## src/rtl/rr2_pkg.sv

```systemverilog
package rr2_pkg;

  // strobes from control to datapath, one clock wide
  typedef struct packed {
    logic reEval;    // transaction start seen: rotate pointers
    logic loadMask;  // adopt the pending group split
  } rr2_strobe_t;

endpackage

```

## src/rtl/rr2_ctrl.sv

```systemverilog
module rr2_ctrl
  import rr2_pkg::*;
#(
  parameter int N    = 9,
  parameter int PARK = 0
) (
  input  logic         clk,
  input  logic         rstN,
  input  logic         frameN,
  input  logic         cfgWe,
  input  logic [N-1:0] cfgData,
  output logic [N-1:0] pendMask,
  output rr2_strobe_t  strb
);

  localparam logic [N-1:0] RST_MASK = N'(1) << PARK;

  logic frameQ;

  always_ff @(posedge clk) begin
    if (!rstN) begin
      frameQ   <= 1'b1;
      pendMask <= RST_MASK;
    end else begin
      frameQ <= frameN;
      if (cfgWe) pendMask <= cfgData;
    end
  end

  always_comb begin
    strb.reEval   = frameQ && !frameN;
    strb.loadMask = frameQ && !frameN;
  end

endmodule

```

## src/rtl/rr2_pick.sv

```systemverilog
module rr2_pick #(
  parameter int N    = 9,
  parameter int PARK = 0,
  localparam int IW  = $clog2(N),
  localparam int SW  = $clog2(N + 1)
) (
  input  logic [N-1:0]  reqVec,
  input  logic [N-1:0]  hiMask,
  input  logic [SW-1:0] hiPtr,
  input  logic [IW-1:0] loPtr,
  output logic [N-1:0]  winOneHot
);

  logic loFound;
  int   loIdx;
  logic found;

  // first low-group requester at or after loPtr
  always_comb begin
    loFound = 1'b0;
    loIdx   = 0;
    for (int k = 0; k < N; k++) begin
      int j;
      j = int'(loPtr) + k;
      if (j >= N) j = j - N;
      if (!loFound && reqVec[j] && !hiMask[j]) begin
        loFound = 1'b1;
        loIdx   = j;
      end
    end
  end

  // ring of N high positions plus one slot (position N) for the low group
  always_comb begin
    found     = 1'b0;
    winOneHot = '0;
    for (int k = 0; k <= N; k++) begin
      int p;
      p = int'(hiPtr) + k;
      if (p > N) p = p - (N + 1);
      if (!found) begin
        if (p == N) begin
          if (loFound) begin
            found            = 1'b1;
            winOneHot[loIdx] = 1'b1;
          end
        end else if (hiMask[p] && reqVec[p]) begin
          found        = 1'b1;
          winOneHot[p] = 1'b1;
        end
      end
    end
    if (!found) winOneHot[PARK] = 1'b1;
  end

endmodule

```

## src/rtl/rr2_datapath.sv

```systemverilog
module rr2_datapath
  import rr2_pkg::*;
#(
  parameter int N    = 9,
  parameter int PARK = 0,
  localparam int IW  = $clog2(N),
  localparam int SW  = $clog2(N + 1)
) (
  input  logic         clk,
  input  logic         rstN,
  input  logic [N-1:0] reqN,
  input  logic [N-1:0] pendMask,
  input  rr2_strobe_t  strb,
  output logic [N-1:0] gntN
);

  localparam logic [N-1:0] RST_MASK = N'(1) << PARK;

  logic [N-1:0]  hiMask;
  logic [SW-1:0] hiPtr;
  logic [IW-1:0] loPtr;
  logic [N-1:0]  grantQ;
  logic [N-1:0]  winOneHot;
  logic [IW-1:0] credIdx;
  logic          credHigh;

  rr2_pick #(.N(N), .PARK(PARK)) u_pick (
    .reqVec   (~reqN),
    .hiMask   (hiMask),
    .hiPtr    (hiPtr),
    .loPtr    (loPtr),
    .winOneHot(winOneHot)
  );

  // index of the master holding the grant now
  always_comb begin
    credIdx = '0;
    for (int i = 0; i < N; i++) begin
      if (grantQ[i]) credIdx = IW'(i);
    end
    credHigh = hiMask[credIdx];
  end

  always_ff @(posedge clk) begin
    if (!rstN) begin
      hiMask <= RST_MASK;
      hiPtr  <= '0;
      loPtr  <= '0;
      grantQ <= RST_MASK;
    end else begin
      grantQ <= winOneHot;
      if (strb.reEval) begin
        if (credHigh) begin
          hiPtr <= SW'(credIdx) + SW'(1);
        end else begin
          hiPtr <= '0;
          loPtr <= (credIdx == IW'(N - 1)) ? '0 : credIdx + IW'(1);
        end
      end
      if (strb.loadMask) hiMask <= pendMask;
    end
  end

  assign gntN = ~grantQ;

endmodule

```

## src/rtl/rr2_arbiter.sv

```systemverilog
module rr2_arbiter
  import rr2_pkg::*;
#(
  parameter int N    = 9,
  parameter int PARK = 0
) (
  input  logic         clk,
  input  logic         rstN,
  input  logic         frameN,
  input  logic [N-1:0] reqN,
  input  logic         cfgWe,
  input  logic [N-1:0] cfgData,
  output logic [N-1:0] gntN
);

  rr2_strobe_t  strb;
  logic [N-1:0] pendMask;

  rr2_ctrl #(.N(N), .PARK(PARK)) u_ctrl (
    .clk     (clk),
    .rstN    (rstN),
    .frameN  (frameN),
    .cfgWe   (cfgWe),
    .cfgData (cfgData),
    .pendMask(pendMask),
    .strb    (strb)
  );

  rr2_datapath #(.N(N), .PARK(PARK)) u_dp (
    .clk     (clk),
    .rstN    (rstN),
    .reqN    (reqN),
    .pendMask(pendMask),
    .strb    (strb),
    .gntN    (gntN)
  );

endmodule

```

## config.mk

```make
export PLATFORM = sky130hd
export DESIGN_NAME = rr2_arbiter
export DESIGN_NICKNAME = d
export VERILOG_FILES = /design/src/rtl/rr2_pkg.sv /design/src/rtl/rr2_ctrl.sv /design/src/rtl/rr2_pick.sv /design/src/rtl/rr2_datapath.sv /design/src/rtl/rr2_arbiter.sv
export SDC_FILE = /design/constraint.sdc
export NUM_CORES = 1
export LEC_CHECK = 0
export CAP_MARGIN = 0
export CORE_ASPECT_RATIO = 0.75
export CORE_UTILIZATION = 30
export CTS_CLUSTER_DIAMETER = 80
export DETAILED_ROUTE_END_ITERATION = 10
export PLACE_DENSITY = 0.43
export SETUP_SLACK_MARGIN = 0.1
export SYNTH_ARGS = -nofsm -noshare
export SYNTH_HDL_FRONTEND = slang
export SYNTH_SLANG_ARGS = --single-unit
```

## constraint.sdc

```tcl
create_clock -name clk -period 6.6 [get_ports clk]
set_input_delay 1.98 -clock clk [delete_from_list [all_inputs] [get_ports clk]]
set_output_delay 1.98 -clock clk [all_outputs]
set_load 0.05 [all_outputs]
```

== Word-level counts from Yosys, hierarchy flattened ==
Index checks and enable logic that the tools add are counted.
Cells by class
  add/sub/neg operators: 37
  order comparisons: 51
  eq/ne operators: 11
  multiplexer cells: 254
  bitwise logic cells: 21
  reductions and logical operators: 59
Operators by type and width (count)
  $mux W32: 28
  $lt A32 B6 Y1 const B: 20
  $ge A32 B1 Y1 const B: 11
  $mux W9: 39
  $eq A32 B5 Y1 const B: 10
  $or A9 B9 Y9: 18
  $bmux W1 S4: 39
  $mux W1: 128
  $sub A5 B4 Y6 const B: 17
  $gt A5 B4 Y1 const B: 9
  $demux W1 S4: 11
  $add A4 B3 Y5 const B: 8
  $ge A5 B4 Y1 const B: 8
  $logic_and A1 B1 Y1: 39
  $add A4 B2 Y5 const B: 4
  $logic_not A1 Y1: 18
  $not A9 Y9: 2
  $add A4 B4 Y5 const B: 3
  $mux W3: 4
  $mux W4: 3
  $add A4 B1 Y5 const B: 2
  $sub A4 B4 Y5 const B: 2
  $lt A4 B5 Y1 const B: 1
  $add A4 B1 Y4 const B: 1
  6 further kinds: 8
Storage, ports and cells
  flip-flop bits (word level): 36
  output and inout bits: 9

== Logic depth before layout (Yosys ltp) ==
Gate-level depths: netlist of the first run.
  depth after elaboration: 82
  mapped depth: 22
  gate-level depth less buffers: 18

== Hierarchy ==
Synthesis of the first run repeated with hierarchy kept, for this count alone.
Second synthesis, totals
  cell total of the unflattened synthesis: 1518
  area, all modules: 10512.6 sq um
Modules (own cells, without submodules)
  rr2_pick: instances 1, cells each 1352, area an instance 8948.6 sq um, seq. area each 0.0 sq um
  rr2_datapath: instances 1, cells each 134, area an instance 1188.6 sq um, seq. area each 520.5 sq um
  rr2_ctrl: instances 1, cells each 32, area an instance 375.4 sq um, seq. area each 200.2 sq um

== Least setup slack after synthesis of the first run ==
OpenSTA, ideal clock, no wires.
  path type: register to register
  start: reg u_dp.hiPtr[0]
  end: reg u_dp.grantQ[1]
  library setup time: 74 ps
  arrival time: 5625 ps
  data required time: 6526 ps
  slack: 900 ps
  cell stages (with the launch flop): 23
  buffers on the path: 5
  clock period less this slack: 5700 ps
  cells stage by stage: dfxtp_1 -> buf_2 -> inv_1 -> clkbuf_1 -> clkbuf_1 -> ha_1 -> clkbuf_1 -> clkinv_1 -> buf_1 -> ha_1 -> nand2_1 -> a21boi_1 -> a21oi_1 -> mux2i_1 -> mux2_2 -> a221o_1 -> nand2b_1 -> nor4b_4 -> nand2_4 -> o211a_1 -> nor4bb_1 -> a311o_1 -> a31oi_1
On the way
  longest elaborated chain between the ends: 44
  elaborated cells on any way between the ends: 251
  classes of those cells: add/sub: 19; order compare: 30; eq/ne: 10; mux: 154; bitwise: 18; reduce/logical: 20
RTL lines
  start, declared: RTL line rr2_datapath.sv:20  | logic [SW-1:0] hiPtr;
  start signal, assigned: RTL line rr2_datapath.sv:54  | hiPtr <= SW'(credIdx) + SW'(1);
  parallel branches: the longest is 43 deep, another holds $ge A32 B1 Y1
  $mux W9 (*): RTL line rr2_pick.sv:41  | if (!found) begin
  end signal, assigned: RTL line rr2_datapath.sv:51  | grantQ <= winOneHot;
  end, declared: RTL line rr2_datapath.sv:22  | logic [N-1:0] grantQ;
Mark *: on every way between the ends. The select of a mux whose other input is x is not followed.
A chain may end at the register's enable or synchronous reset.

== Final worst setup path of the first run ==
  start: in reqN[3]
  end: reg u_dp.grantQ[8]
On the way
  longest elaborated chain between the ends: 80
  elaborated cells on any way between the ends: 200
  classes of those cells: order compare: 2; mux: 143; bitwise: 19; reduce/logical: 36
RTL lines
  start, declared: RTL line rr2_arbiter.sv:10  | input logic [N-1:0] reqN,
  $not A9 Y9 (*): RTL line rr2_datapath.sv:28  | .reqVec (~reqN),
  $bmux W1 S4: RTL line rr2_pick.sv:26  | if (!loFound && reqVec[j] && !hiMask[j]) begin
  $mux W1 (implied by the code) (2 in series): RTL line rr2_pick.sv:26
  $logic_and A1 B1 Y1: RTL line rr2_pick.sv:26
  $mux W1: RTL line rr2_pick.sv:26
  $logic_not A1 Y1: RTL line rr2_pick.sv:26
  $logic_and A1 B1 Y1 (2 in series): RTL line rr2_pick.sv:26
  $mux W1: RTL line rr2_pick.sv:26
  (+62 left out)
  $or A9 B9 Y9 (no source line)
  $mux W9, on equally long branches: RTL line rr2_pick.sv:47, rr2_pick.sv:43
  $mux W9: RTL line rr2_pick.sv:42  | if (p == N) begin
  $mux W9: RTL line rr2_pick.sv:41
  $or A9 B9 Y9 (no source line)
  $mux W9, on equally long branches: RTL line rr2_pick.sv:47, rr2_pick.sv:43
  $mux W9: RTL line rr2_pick.sv:42
  $mux W9 (*): RTL line rr2_pick.sv:41
Mark *: on every way between the ends. The rest lies on a longest branch, timed or not. The select of a mux whose other input is x is not followed.

==> metrics, run 1 <==
status completed; Num CTS Buffers 5; number of H-tree levels 2; CP arrival 6.53 ns; Mapped Cells 1482; CP Max Fanout 11; top cells by area, synth dfxtp_1 (7.2%), nor2_1 (5.9%), ha_1 (5.9%); most frequent cell after synthesis nor2_1; Resize count post-CTS 0; WP data required 6.76 ns; Post-Synthesis Cell Area 0.00997 mm²; clock tree root buffer cell clkbuf_16; number of max-cap violations 0; CP bufs+invs 2; Yosys warnings 0; Fin. Hold Viols 0; worst-path cell chain clkdlybuf4s50_1 > nor2_1 > a2111oi_0 > or3_1 > a31o_1 > o31ai_1 > nor2_1 > nand4_2 > nor2_1 > buf_4 > o211ai_1 > nor4_1 > a2111oi_0 > o211a_1 > o221ai_1; Clock transition at path regs 0.06 ns; post-synthesis register bit count 36; Initial Utilization 0.307; delay-heaviest family, CP compound AO/OA/AOI/OAI gates; leading area contributor after synthesis dfxtp_1; synth cell count leaders nor2_1 (157), nand2_1 (141), a21oi_1 (117); CTS tree yes; via count 12500; peak clock frequency supported by timing 0.157 GHz; final worst-path cycle share 0.965; Routed Antenna Nets 0; met1 WL 24500 µm; hold path cells 2; Nets 1573; GRT Overall Usage 0.285; clock latency on the worst-skew pair 0.30 ns; largest family of logic cells by synthesized area compound AO/OA/AOI/OAI gates; initial antenna violation count 1; global-route wire length before repair 73100 µm; area delta synth->final 11.5%; top layer in use met5; Synth top area share 0.0723; CORE AREA 0.0325 mm²; WL/cell 25.5 µm; I/O pins 31; share of cells above drive strength 1 0.0997; Synth Area in Adders 0.0610; Setup violations, final 0; mux share of post-synthesis cell area 0.0693; GP Congestion 1.01; CP peak stage delay 0.65 ns; Crit. End Element flip-flop; vias in the first global route 11100; FP Rows 57; PnR worst setup slack 0.234 ns; largest net degree at the start of global routing 66; grt ovf 0; Hold Crit Class reg2reg; Sum Neg Setup Slack 0 ns; Post-CTS Setup Bufs 0; met3 WL 5790 µm; min Tclk post-route 6.37 ns; Iteration-0 DRC Markers 1705; worst-margin pin slew 1.26 ns; maximum clock path buffer count 2; Final Max Slew Viols 0; synthesized net count 1552; ys async rst share 0; Synth Flop Type dfxtp_1; pre-CTS WS 0.106 ns; hold buffers post-CTS 0; TritonCTS Sinks 36; RSZ-0062 raised after global routing no; CP most frequent cell nor2_1; drt drc 0; post-synthesis sequential area ratio 0.0723; CP Depth 15; slew margin rel. 0.149; xor/xnor share of the synthesized area 0.0479; iteration count of the initial detailed-routing pass 6; Cell Count, Final, Fillers Out 1947; critical path class in2reg; Startpoint Class input pin; cells on worst reg2reg path 17; Distinct cells, synth 108; Detail Placement HPWL 40300 µm; met2 wire len 18900 µm; DP Cell Count 1938; Die Wd 212 µm; Avg Synthesized Cell Area 6.73 µm²; die height 160 µm; Post-Synth Simple-Gate Area 0.333; number of port buffers 30; final wirelength 49600 µm; Slowest cell on crit path a2111oi_0; Setup Skew 0.00766 ns; Compound-Gate Fraction of Synth Area 0.365; die area 0.0340 mm²; DR vias/cell 6.44; Post-synth EDFFs 0
final timing paths:
| path | from | end | slack [ns] |
|---|---|---|---|
| worst min register to register | u_ctrl.pendMask[8] | u_dp.hiMask[8] | 0.46 |
| worst max register to register | u_dp.hiPtr[1] | u_dp.grantQ[8] | 0.45 |
| worst max-delay path | reqN[3] | u_dp.grantQ[8] | 0.23 |
| worst min-delay path | u_ctrl.pendMask[8] | u_dp.hiMask[8] | 0.46 |
state kept, by name (all words and copies together) (netlist names):
register / count
u_ctrl.pendMask: 9
u_dp.hiMask: 9
u_ctrl.frameQ: 1
u_dp.grantQ: 9
u_dp.loPtr: 4
u_dp.hiPtr: 4
tightest hold or removal path, stage by stage, from the launching register on:
cell and delay (ns):
dfxtp_1 0.31, nand2_1 0.05, a21oi_1 0.05
cell families (layout without fill, tap and decap cells):
logic type / Yosys count / in the layout
AO/OA/AOI/OAI: 523 / 523
XOR/XNOR: 52 / 52
adder cells (fa/ha/maj): 48 / 48
buffers and inverters: 124 / 146
other: 0 / 1
flip-flops: 36 / 36
AND/OR/NAND/NOR: 645 / 645
multiplexers: 54 / 54
final cells by class:
| class | count | area [µm²] |
|---|---|---|
| Inverter | 42 | 158 |
| Tap cell | 442 | 553 |
| Fill cell | 3588 | 21400 |
| Clock buffer | 5 | 125 |
| Timing Repair Buffer | 96 | 796 |
| Clock inverter | 3 | 18.8 |
| Multi-Input combinational cell | 1322 | 8740 |
| Sequential cell | 36 | 723 |
| Antenna cell | 1 | 2.50 |
metal layers:
| layer | GRT usage | up-vias |
|---|---|---|
| met5 | 0 | - |
| met4 | 0.0337 | 2 |
| met3 | 0.0716 | 33 |
| met2 | 0.376 | 716 |
| met1 | 0.457 | 6053 |
| li1 | - | 5732 |
stage by stage:
| stage | cell area [µm²] | hold WS, ns | util |
|---|---|---|---|
| 2_1_floorplan | 9970 | 0.431 | - |
| 3_3_place_gp | 11000 | 0.447 | 0.337 |
| 3_5_place_dp | 11000 | 0.447 | 0.337 |
| 4_1_cts | 11100 | 0.460 | 0.342 |
| 5_1_grt | 11100 | 0.483 | 0.342 |
| 6_report | 11100 | 0.456 | 0.342 |
cell usage in the layout (no fill, tap or decap), drive strengths merged, types with 12 or more instances in the layout:
cell type,Yosys,routed
a211oi,30,30
a31oi,31,31
xnor2,45,45
nor2b,20,20
o31ai,16,16
inv,37,37
nor3,66,66
clkdlybuf4s50,0,30
or2,20,20
nand3,61,61
o21ai,87,87
dfxtp,36,36
o211ai,25,25
a22oi,13,13
nand4,23,23
mux2i,36,36
nand2,142,142
o22ai,16,16
a21oi,120,120
nor4,14,14
o21a,18,18
or3,15,15
and2,14,14
nand2b,36,36
buf,39,66
nor2,157,157
a2111oi,12,12
and3,19,19
ha,47,47
nand3b,12,12
Power of run 1 is left out: the tool's default activity adds up to more than one toggle a clock period on the data nets, which glitch-free logic cannot reach.
==> inputs of run 2 (changes only) <==
--- a/config.mk
+++ b/config.mk
@@ -11,6 +11,7 @@
 export CTS_CLUSTER_DIAMETER = 80
 export DETAILED_ROUTE_END_ITERATION = 10
 export PLACE_DENSITY = 0.43
+export REMOVE_ABC_BUFFERS = 1
 export SETUP_SLACK_MARGIN = 0.1
 export SYNTH_ARGS = -nofsm -noshare
 export SYNTH_HDL_FRONTEND = slang
==> constraint.sdc (replaced) <==
create_clock -name clk -period 6.7 [get_ports clk]
set_input_delay 2.01 -clock clk [delete_from_list [all_inputs] [get_ports clk]]
set_output_delay 2.01 -clock clk [all_outputs]
set_load 0.05 [all_outputs]
==> metrics, run 2 (synthesis results as in run 1) <==
PnR worst setup slack 0.391 ns; number of max-cap violations 0; WL/cell 25.2 µm; final worst-path cycle share 0.942; commonest cells after routing, fill and taps aside nor2_1 (157), nand2_1 (141), a21oi_1 (117); Resize count post-CTS 0; iteration count of the initial detailed-routing pass 5; RSZ-0062 raised after global routing no; min Tclk post-route 6.31 ns; r2r setup slk 0.68 ns; hold buffers post-CTS 0; met2 usage 0.362; clock latency on the worst-skew pair 0.29 ns; final wirelength 49200 µm; status completed; Fin. Hold Viols 0; vias in the first global route 11300; CP Max Fanout 9; Routed Antenna Nets 0; Final Max Slew Viols 0; global-route wire length before repair 72900 µm; grt peak-use layer met1; commonest non-fill, non-tap cell in the layout nor2_1; pre-CTS WS 0.290 ns; Post-CTS Setup Bufs 0; die height 160 µm; clock tree root buffer cell clkbuf_16; area delta synth->final 12.2%; CTS tree yes; peak clock frequency supported by timing 0.158 GHz; die area 0.0340 mm²; FF-to-FF End u_dp.grantQ[8]; CP arrival 6.52 ns; Crit. End Element flip-flop; Die Wd 212 µm; number of port buffers 30; critical path class in2reg; CORE AREA 0.0325 mm²; cells on worst reg2reg path 18; FP Rows 57; Startpoint Class input pin; slew margin rel. 0.194; WP data required 6.91 ns; Nets 1582; launching point of the worst reg2reg path u_dp.hiPtr[0]; GP Congestion 0.983; met1 Track Usage GR 0.436; Iteration-0 DRC Markers 1394; grt ovf 0; M3 GR Usage 0.115; Top Registers u_ctrl.pendMask x9, u_dp.grantQ x9, u_dp.hiMask x9; Hold Crit Class reg2reg; TritonCTS Sinks 36; crit path from reqN[7]; I/O pins 31; Detail Placement HPWL 39800 µm; Critical path destination u_dp.grantQ[8]; largest net degree at the start of global routing 56; number of H-tree levels 2; DR vias/cell 6.38; Num CTS Buffers 5; Setup Skew 0.00566 ns; Setup violations, final 0; GRT Overall Usage 0.282; Initial Utilization 0.307; maximum clock path buffer count 2; fin util 0.344; initial antenna violation count 3; Clock transition at path regs 0.06 ns; worst-margin pin slew 1.19 ns; via count 12500; drt drc 0; share of cells above drive strength 1 0.104
==> run 2: changes by cell type in the layout (fill, tap and decap cells not counted) <==
cell	change
clkbuf_1	+2
clkinv_4	-1
clkbuf_8	+1
o311ai_1	-1
buf_4	+9
o311ai_0	+1
clkinv_2	-2
==> run 2: layout make-up <==
| type | instances | area, µm² |
|---|---|---|
| diodes | 1 | 2.50 |
| clock buffers | 8 | 146 |
| fillers | 3558 | 21300 |
| inverters | 42 | 158 |
| multi-input cells | 1322 | 8740 |
| flip-flops and latches | 36 | 723 |
| well taps | 442 | 553 |
| repair buffers | 105 | 863 |
==> run 2: how the worst min path moves through the flow <==
stage / to / slack, ns / startpoint / depth (start not counted)
after detailed placement: u_dp.hiMask[8] / 0.45 / u_ctrl.pendMask[8] / 2
after global placement: u_dp.hiMask[6] / 0.44 / u_ctrl.pendMask[6] / 2
after floorplan: u_dp.hiMask[4] / 0.43 / u_ctrl.pendMask[4] / 2
after CTS: u_dp.hiMask[8] / 0.46 / u_ctrl.pendMask[8] / 2
after global routing: u_dp.hiMask[8] / 0.47 / u_ctrl.pendMask[8] / 2
final: u_dp.hiMask[8] / 0.45 / u_ctrl.pendMask[8] / 2
==> run 2: metal layers <==
layer | share of wire | up-vias
li1 | - | 5743
met1 | 0.49 | 6067
met2 | 0.37 | 641
met3 | 0.14 | 30
met4 | 0.0064 | 2
met5 | 0.00026 | -
==> run 2: per-stage QoR <==
step | TNS, ns | std cells | hold slack [ns] | area, µm²
floorplan | -2.82 | 1400 | 0.431 | 9610
global placement | 0 | 1947 | 0.445 | 11000
detailed placement | 0 | 1947 | 0.448 | 11000
CTS | 0 | 1955 | 0.457 | 11200
global route | 0 | 1955 | 0.471 | 11200
finish | 0 | 1956 | 0.453 | 11200
==> run 2: worst max-delay path: stages <==
cell and delay [ns]:
clkdlybuf4s50_1 0.70, nand3b_1 0.22, a21boi_1 0.30, mux2i_1 0.12
a211oi_1 0.38, a21o_1 0.20, or3b_4 0.46, or3b_4 0.46
nor4b_4 0.35, buf_4 0.19, nand2_4 0.09, nor3_1 0.42
a2111oi_0 0.16, buf_4 0.19, o211a_1 0.12, o221ai_1 0.15
Power of run 2 is left out for the same reason.
